==> config.mk <==
export PLATFORM = sky130hd
export DESIGN_NAME = swp_guard
export DESIGN_NICKNAME = d
export VERILOG_FILES = /design/src/rtl/swp_pkg.sv /design/src/rtl/swp_rst_sync.sv /design/src/rtl/swp_key_match.sv /design/src/rtl/swp_seq_fsm.sv /design/src/rtl/swp_prot_flag.sv /design/src/rtl/swp_guard.sv
export SDC_FILE = /design/constraint.sdc
export NUM_CORES = 1
export LEC_CHECK = 0
export ABC_AREA = 1
export CAP_MARGIN = 20
export CORE_MARGIN = 3
export CORE_UTILIZATION = 55
export DETAILED_ROUTE_END_ITERATION = 16
export DONT_BUFFER_PORTS = 1
export PLACE_DENSITY = 0.67
export SLEW_MARGIN = 20
export SYNTH_ARGS = -nofsm -noshare
export SYNTH_HDL_FRONTEND = slang
export SYNTH_SLANG_ARGS = --single-unit
export TNS_END_PERCENT = 5
==> constraint.sdc <==
create_clock -name clk -period 1.92 [get_ports clk]
set_input_delay 0.096 -clock clk [delete_from_list [all_inputs] [get_ports clk]]
set_output_delay 0.096 -clock clk [all_outputs]
set_load 0.1 [all_outputs]
==> src/rtl/swp_pkg.sv <==
package swp_pkg;
  typedef enum logic [2:0] {
    ST_IDLE = 3'd0,
    ST_K1   = 3'd1,
    ST_K2   = 3'd2,
    ST_OPEN = 3'd3,
    ST_D3   = 3'd4,
    ST_D4   = 3'd5,
    ST_D5   = 3'd6
  } seq_st_e;

  typedef struct packed {
    logic aa_hi;   // first key byte at the high key address
    logic x55_lo;  // second key byte at the low key address
    logic en_hi;   // lock command at the high key address
    logic ds1_hi;  // unlock prefix command at the high key address
    logic ds2_hi;  // unlock final command at the high key address
  } key_hit_t;
endpackage

==> src/rtl/swp_rst_sync.sv <==
module swp_rst_sync #(
  parameter int STAGES = 2
) (
  input  logic clk,
  input  logic arst_n,
  output logic srst_n
);
  logic [STAGES-1:0] sh_q;

  always_ff @(posedge clk or negedge arst_n) begin
    if (!arst_n) sh_q <= '0;
    else         sh_q <= {sh_q[STAGES-2:0], 1'b1};
  end

  assign srst_n = sh_q[STAGES-1];
endmodule

==> src/rtl/swp_key_match.sv <==
module swp_key_match
  import swp_pkg::*;
#(
  parameter int                ADDR_W  = 15,
  parameter int                DATA_W  = 8,
  parameter logic [ADDR_W-1:0] ADR_HI  = 'h5555,
  parameter logic [ADDR_W-1:0] ADR_LO  = 'h2AAA,
  parameter logic [DATA_W-1:0] D_FIRST = 'hAA,
  parameter logic [DATA_W-1:0] D_SECND = 'h55,
  parameter logic [DATA_W-1:0] D_LOCK  = 'hA0,
  parameter logic [DATA_W-1:0] D_UNL1  = 'h80,
  parameter logic [DATA_W-1:0] D_UNL2  = 'h20
) (
  input  logic [ADDR_W-1:0] addr,
  input  logic [DATA_W-1:0] data,
  output key_hit_t          hit
);
  logic at_hi, at_lo;

  always_comb begin
    at_hi      = (addr == ADR_HI);
    at_lo      = (addr == ADR_LO);
    hit.aa_hi  = at_hi && (data == D_FIRST);
    hit.x55_lo = at_lo && (data == D_SECND);
    hit.en_hi  = at_hi && (data == D_LOCK);
    hit.ds1_hi = at_hi && (data == D_UNL1);
    hit.ds2_hi = at_hi && (data == D_UNL2);
  end
endmodule

==> src/rtl/swp_seq_fsm.sv <==
module swp_seq_fsm
  import swp_pkg::*;
(
  input  logic     clk,
  input  logic     rst_n,
  input  logic     wr_vld,
  input  key_hit_t hit,
  input  logic     win_end,
  input  logic     prot_on,
  output logic     wr_permit,
  output logic     upd_en,
  output logic     upd_val,
  output seq_st_e  state_q
);
  seq_st_e state_n;
  logic    pend_q, pend_n;
  logic    adv, st_en;

  // next-state process
  always_comb begin
    state_n = state_q;
    pend_n  = pend_q;
    adv     = 1'b0;
    if (wr_vld) begin
      unique case (state_q)
        ST_IDLE: if (hit.aa_hi)  begin state_n = ST_K1; adv = 1'b1; end
        ST_K1:   if (hit.x55_lo) begin state_n = ST_K2; adv = 1'b1; end
        ST_K2: begin
          if (hit.en_hi) begin
            state_n = ST_OPEN; pend_n = 1'b1; adv = 1'b1;
          end else if (hit.ds1_hi) begin
            state_n = ST_D3; adv = 1'b1;
          end
        end
        ST_D3:   if (hit.aa_hi)  begin state_n = ST_D4; adv = 1'b1; end
        ST_D4:   if (hit.x55_lo) begin state_n = ST_D5; adv = 1'b1; end
        ST_D5: begin
          if (hit.ds2_hi) begin
            state_n = ST_OPEN; pend_n = 1'b0; adv = 1'b1;
          end
        end
        ST_OPEN: ;
        default: state_n = ST_IDLE;
      endcase
      if (!adv && state_q != ST_OPEN) state_n = ST_IDLE;
    end
    if (win_end) state_n = ST_IDLE;
  end

  assign st_en     = wr_vld | win_end;
  assign wr_permit = wr_vld && ((state_q == ST_OPEN) || (!adv && !prot_on));
  assign upd_en    = win_end && (state_q == ST_OPEN);
  assign upd_val   = pend_q;

  // register process
  always_ff @(posedge clk or negedge rst_n) begin
    if (!rst_n) begin
      state_q <= ST_IDLE;
      pend_q  <= 1'b0;
    end else if (st_en) begin
      state_q <= state_n;
      pend_q  <= pend_n;
    end
  end
endmodule

==> src/rtl/swp_prot_flag.sv <==
module swp_prot_flag (
  input  logic clk,
  input  logic clr_n,
  input  logic upd_en,
  input  logic upd_val,
  output logic prot_q
);
  always_ff @(posedge clk or negedge clr_n) begin
    if (!clr_n)      prot_q <= 1'b0;
    else if (upd_en) prot_q <= upd_val;
  end
endmodule

==> src/rtl/swp_guard.sv <==
module swp_guard
  import swp_pkg::*;
#(
  parameter int ADDR_W = 15,
  parameter int DATA_W = 8,
  parameter int SYNC_N = 2
) (
  input  logic              clk,
  input  logic              rst_n,
  input  logic              fresh_n,
  input  logic              wr_vld,
  input  logic [ADDR_W-1:0] wr_addr,
  input  logic [DATA_W-1:0] wr_data,
  input  logic              win_end,
  output logic              wr_permit,
  output logic              prot_on
);
  logic     rst_sn, fresh_sn;
  key_hit_t hit;
  logic     upd_en, upd_val;
  seq_st_e  state_q;

  swp_rst_sync #(.STAGES(SYNC_N)) u_rs_seq (
    .clk(clk), .arst_n(rst_n), .srst_n(rst_sn));

  swp_rst_sync #(.STAGES(SYNC_N)) u_rs_flag (
    .clk(clk), .arst_n(fresh_n), .srst_n(fresh_sn));

  swp_key_match #(.ADDR_W(ADDR_W), .DATA_W(DATA_W)) u_key (
    .addr(wr_addr), .data(wr_data), .hit(hit));

  swp_seq_fsm u_fsm (
    .clk(clk), .rst_n(rst_sn), .wr_vld(wr_vld), .hit(hit),
    .win_end(win_end), .prot_on(prot_on), .wr_permit(wr_permit),
    .upd_en(upd_en), .upd_val(upd_val), .state_q(state_q));

  swp_prot_flag u_flag (
    .clk(clk), .clr_n(fresh_sn), .upd_en(upd_en), .upd_val(upd_val),
    .prot_q(prot_on));
endmodule

==> flow_summary.json <==
{
  "status": "finished, final reports clean",
  "synth_compound_area_share_pct": 4.08,
  "die_w_um": 43.3,
  "ctsResizeCount": 0,
  "globalplace.congestion": 0.814,
  "cts_max_level": 1,
  "cts_tree": "yes",
  "setup.worst_path.class": "flop to output port",
  "intPower_w": 0.000294,
  "critPathArrivalTime_ns": 1.57,
  "path_clk_slew_ns": 0.06,
  "clk_path_buf_depth": 2,
  "hold_buffers": 3,
  "fp.coreArea_mm2": 0.00120,
  "chipHeight_um": 43.3,
  "ys_types": 17,
  "initial_core_util_pct": 63.9,
  "grt_usage_pct": 18.2,
  "power.total_w": 0.000396,
  "max_freq_mhz": 602,
  "wire_per_inst_um": 9.67,
  "ys.flop_type": "dfrtp_1",
  "async_reset_ff_share_pct": 100,
  "grt_pass1_vias": 722,
  "synth_most_common_cell": "nand2_1",
  "leakage_nw": 0.431,
  "netlist_top_cells_count": "nand2_1, nor2_1, inv_1",
  "setup.reg_to_reg.worst_slack_ns": 0.62,
  "io_pins": 30,
  "antenna_cells": 0,
  "viasPerCell": 4.97,
  "stdcell_count": 156,
  "switchingPower_w": 0.000102,
  "drtIter0Drc": 21,
  "num_rows": 12,
  "areaGrowthSynthToFinish_pct": 14.2,
  "drt_pass1_iterations": 5,
  "power_density_mw_per_mm2": 452,
  "synth_area_per_cell_um2": 5.81,
  "dp_cells": 149,
  "port_buffers": 0,
  "end_kind": "output port",
  "swShare_pct": 25.8,
  "cts_inserted_buffers": 3,
  "dieArea_mm2": 0.00188,
  "synth-simple-area-share_pct": 53.8,
  "ys_ff_latch": 9,
  "vias": 775,
  "grt_max_degree": 7,
  "setup_tns_ns": 0,
  "postLayoutCoreUtil_pct": 72.9,
  "num-nets-final": 171,
  "cp-start-kind": "flop",
  "whs_ns": 0.0121,
  "clock_sinks": 9,
  "cts_root_buffer": "clkbuf_4",
  "netlist_instances": 132,
  "grt_pass1_wl_um": 2600,
  "fin_crit_sh_pct": 86.6,
  "synth-xor-area-share_pct": 0,
  "ff2ff_path_depth": 9,
  "ys_warn_count": 0,
  "syn_area_um2": 767,
  "drtAntennaViolNets": 0,
  "synth_edf_count": 0,
  "hold_viol": 0,
  "period_minus_slack_ns": 1.66,
  "ir_drop_v": 0.000434,
  "post_cts.repair.setup_buffers": 0,
  "seqPwrFrac_pct": 49.7,
  "worstHoldPathCells": 2,
  "skew_ns": 0.00424,
  "drc": 0,
  "slew_violations": 0,
  "cp_max_fo": 4,
  "synth_top_family_by_area": "simple AND/OR/NAND/NOR gates",
  "drive_gt1_share_pct": 17.6,
  "synth.top_cell.area_share_pct": 29.4,
  "synth.largest_area_cell": "dfrtp_1",
  "setup_viol": 0,
  "totalWireLength_um": 1510,
  "grt-ovfl-total": 0,
  "synthTopCellsByArea": "dfrtp_1, nand2_1, nor2_1",
  "cp_data_required_time_ns": 1.82,
  "hpwl_um": 1360,
  "synthMuxAreaShare_pct": 0,
  "rsz0062_at_grt": "false",
  "clk_latency_ns": 0.26,
  "pwr-share-comb_pct": 14.8,
  "hp-class": "input pin to flop",
  "synthAdderAreaFrac_pct": 0,
  "clkPwrFrac_pct": 35.5,
  "maxCapViolCount": 0,
  "antenna_found_initial": 0,
  "ys_seq_area_share_pct": 29.4
}
==> critical path, stage by stage (launching register included) <==
cell and delay (ns):
dfrtp_1 0.41, inv_2 0.09, nand2_2 0.07, nor2_1 0.16
inv_2 0.08, nor2_2 0.12, nor2_1 0.06, nand2_2 0.09
nor2_2 0.06, buf_12 0.17
==> area by class of cell <==
class                      instances  area [µm²]
clock buffer                       3        22.5
multi-input combinational         99         454
clock inverter                     1        5.00
tap                               14        17.5
inverter                          25        93.8
fill                              99         325
timing repair buffer               5        57.6
sequential                         9         225
==> worst paths after layout <==
| kind | startpoint | to |
|---|---|---|
| max | u_fsm.state_q[0]$_DFFE_PN0P_ | wr_permit |
| min in group asynchronous | u_rs_flag.sh_q[1]$_DFF_PN0_ | u_flag.prot_q$_DFFE_PN0P_ |
| max in group asynchronous | u_rs_seq.sh_q[1]$_DFF_PN0_ | u_fsm.upd_val$_DFFE_PN0P_ |
| min | win_end | u_flag.prot_q$_DFFE_PN0P_ |
| max reg2reg | u_fsm.state_q[0]$_DFFE_PN0P_ | u_fsm.state_q[0]$_DFFE_PN0P_ |
| min reg2reg | u_rs_flag.sh_q[1]$_DFF_PN0_ | u_flag.prot_q$_DFFE_PN0P_ |
==> cells in the final DEF (no fill, tap or decap), types with 2 or more instances in the layout <==
cell type / synthesis / layout
inv_1: 20 / 20
nor2_2: 6 / 7
dfrtp_1: 9 / 9
nand2_2: 3 / 3
dlygate4sd3_1: 0 / 3
inv_2: 5 / 5
o21ai_0: 3 / 3
nand4_1: 4 / 4
nand3_1: 9 / 9
conb_1: 1 / 2
nor2_1: 31 / 30
nand2_1: 35 / 35
clkbuf_4: 0 / 3
==> registers in the layout (all words and copies together), names as in the netlist <==
register,cells
u_rs_seq.sh_q,2
u_fsm.upd_val,1
u_rs_flag.sh_q,2
u_flag.prot_q,1
u_fsm.state_q,3
==> metal layers <==
layer	up-vias	track usage (%)	part of all wire, %
li1	418	-	-
met1	310	24.5	43
met2	43	26.8	44
met3	4	6.64	10
met4	0	6.02	2.5
met5	-	0	0
==> through the flow <==
stage | area (µm²) | worst slack, ns
2_1_floorplan | 773 | 0.0482
3_3_place_gp | 818 | 0.614
3_5_place_dp | 818 | 0.551
4_1_cts | 876 | 0.260
5_1_grt | 876 | 0.142
6_report | 876 | 0.258
==> power by group through the flow <==
stage | logic, W | clock network [W] | registers (W)
final | 0.0000585 | 0.000141 | 0.000197
after detailed placement | 0.0000525 | 0 | 0.000200
after CTS | 0.0000590 | 0.000145 | 0.000197
after global placement | 0.0000508 | 0 | 0.000200
after floorplan | 0.0000424 | 0 | 0.000199
after global routing | 0.0000671 | 0.000158 | 0.000197
==> kinds of logic (layout without fill, tap and decap cells) <==
| logic type | count (synthesis) | count (layout) |
|---|---|---|
| compound gates | 5 | 5 |
| buf+inv | 25 | 34 |
| flops | 9 | 9 |
| other cells | 1 | 2 |
| simple gates | 92 | 92 |
(Power assumes the default switching activity.)
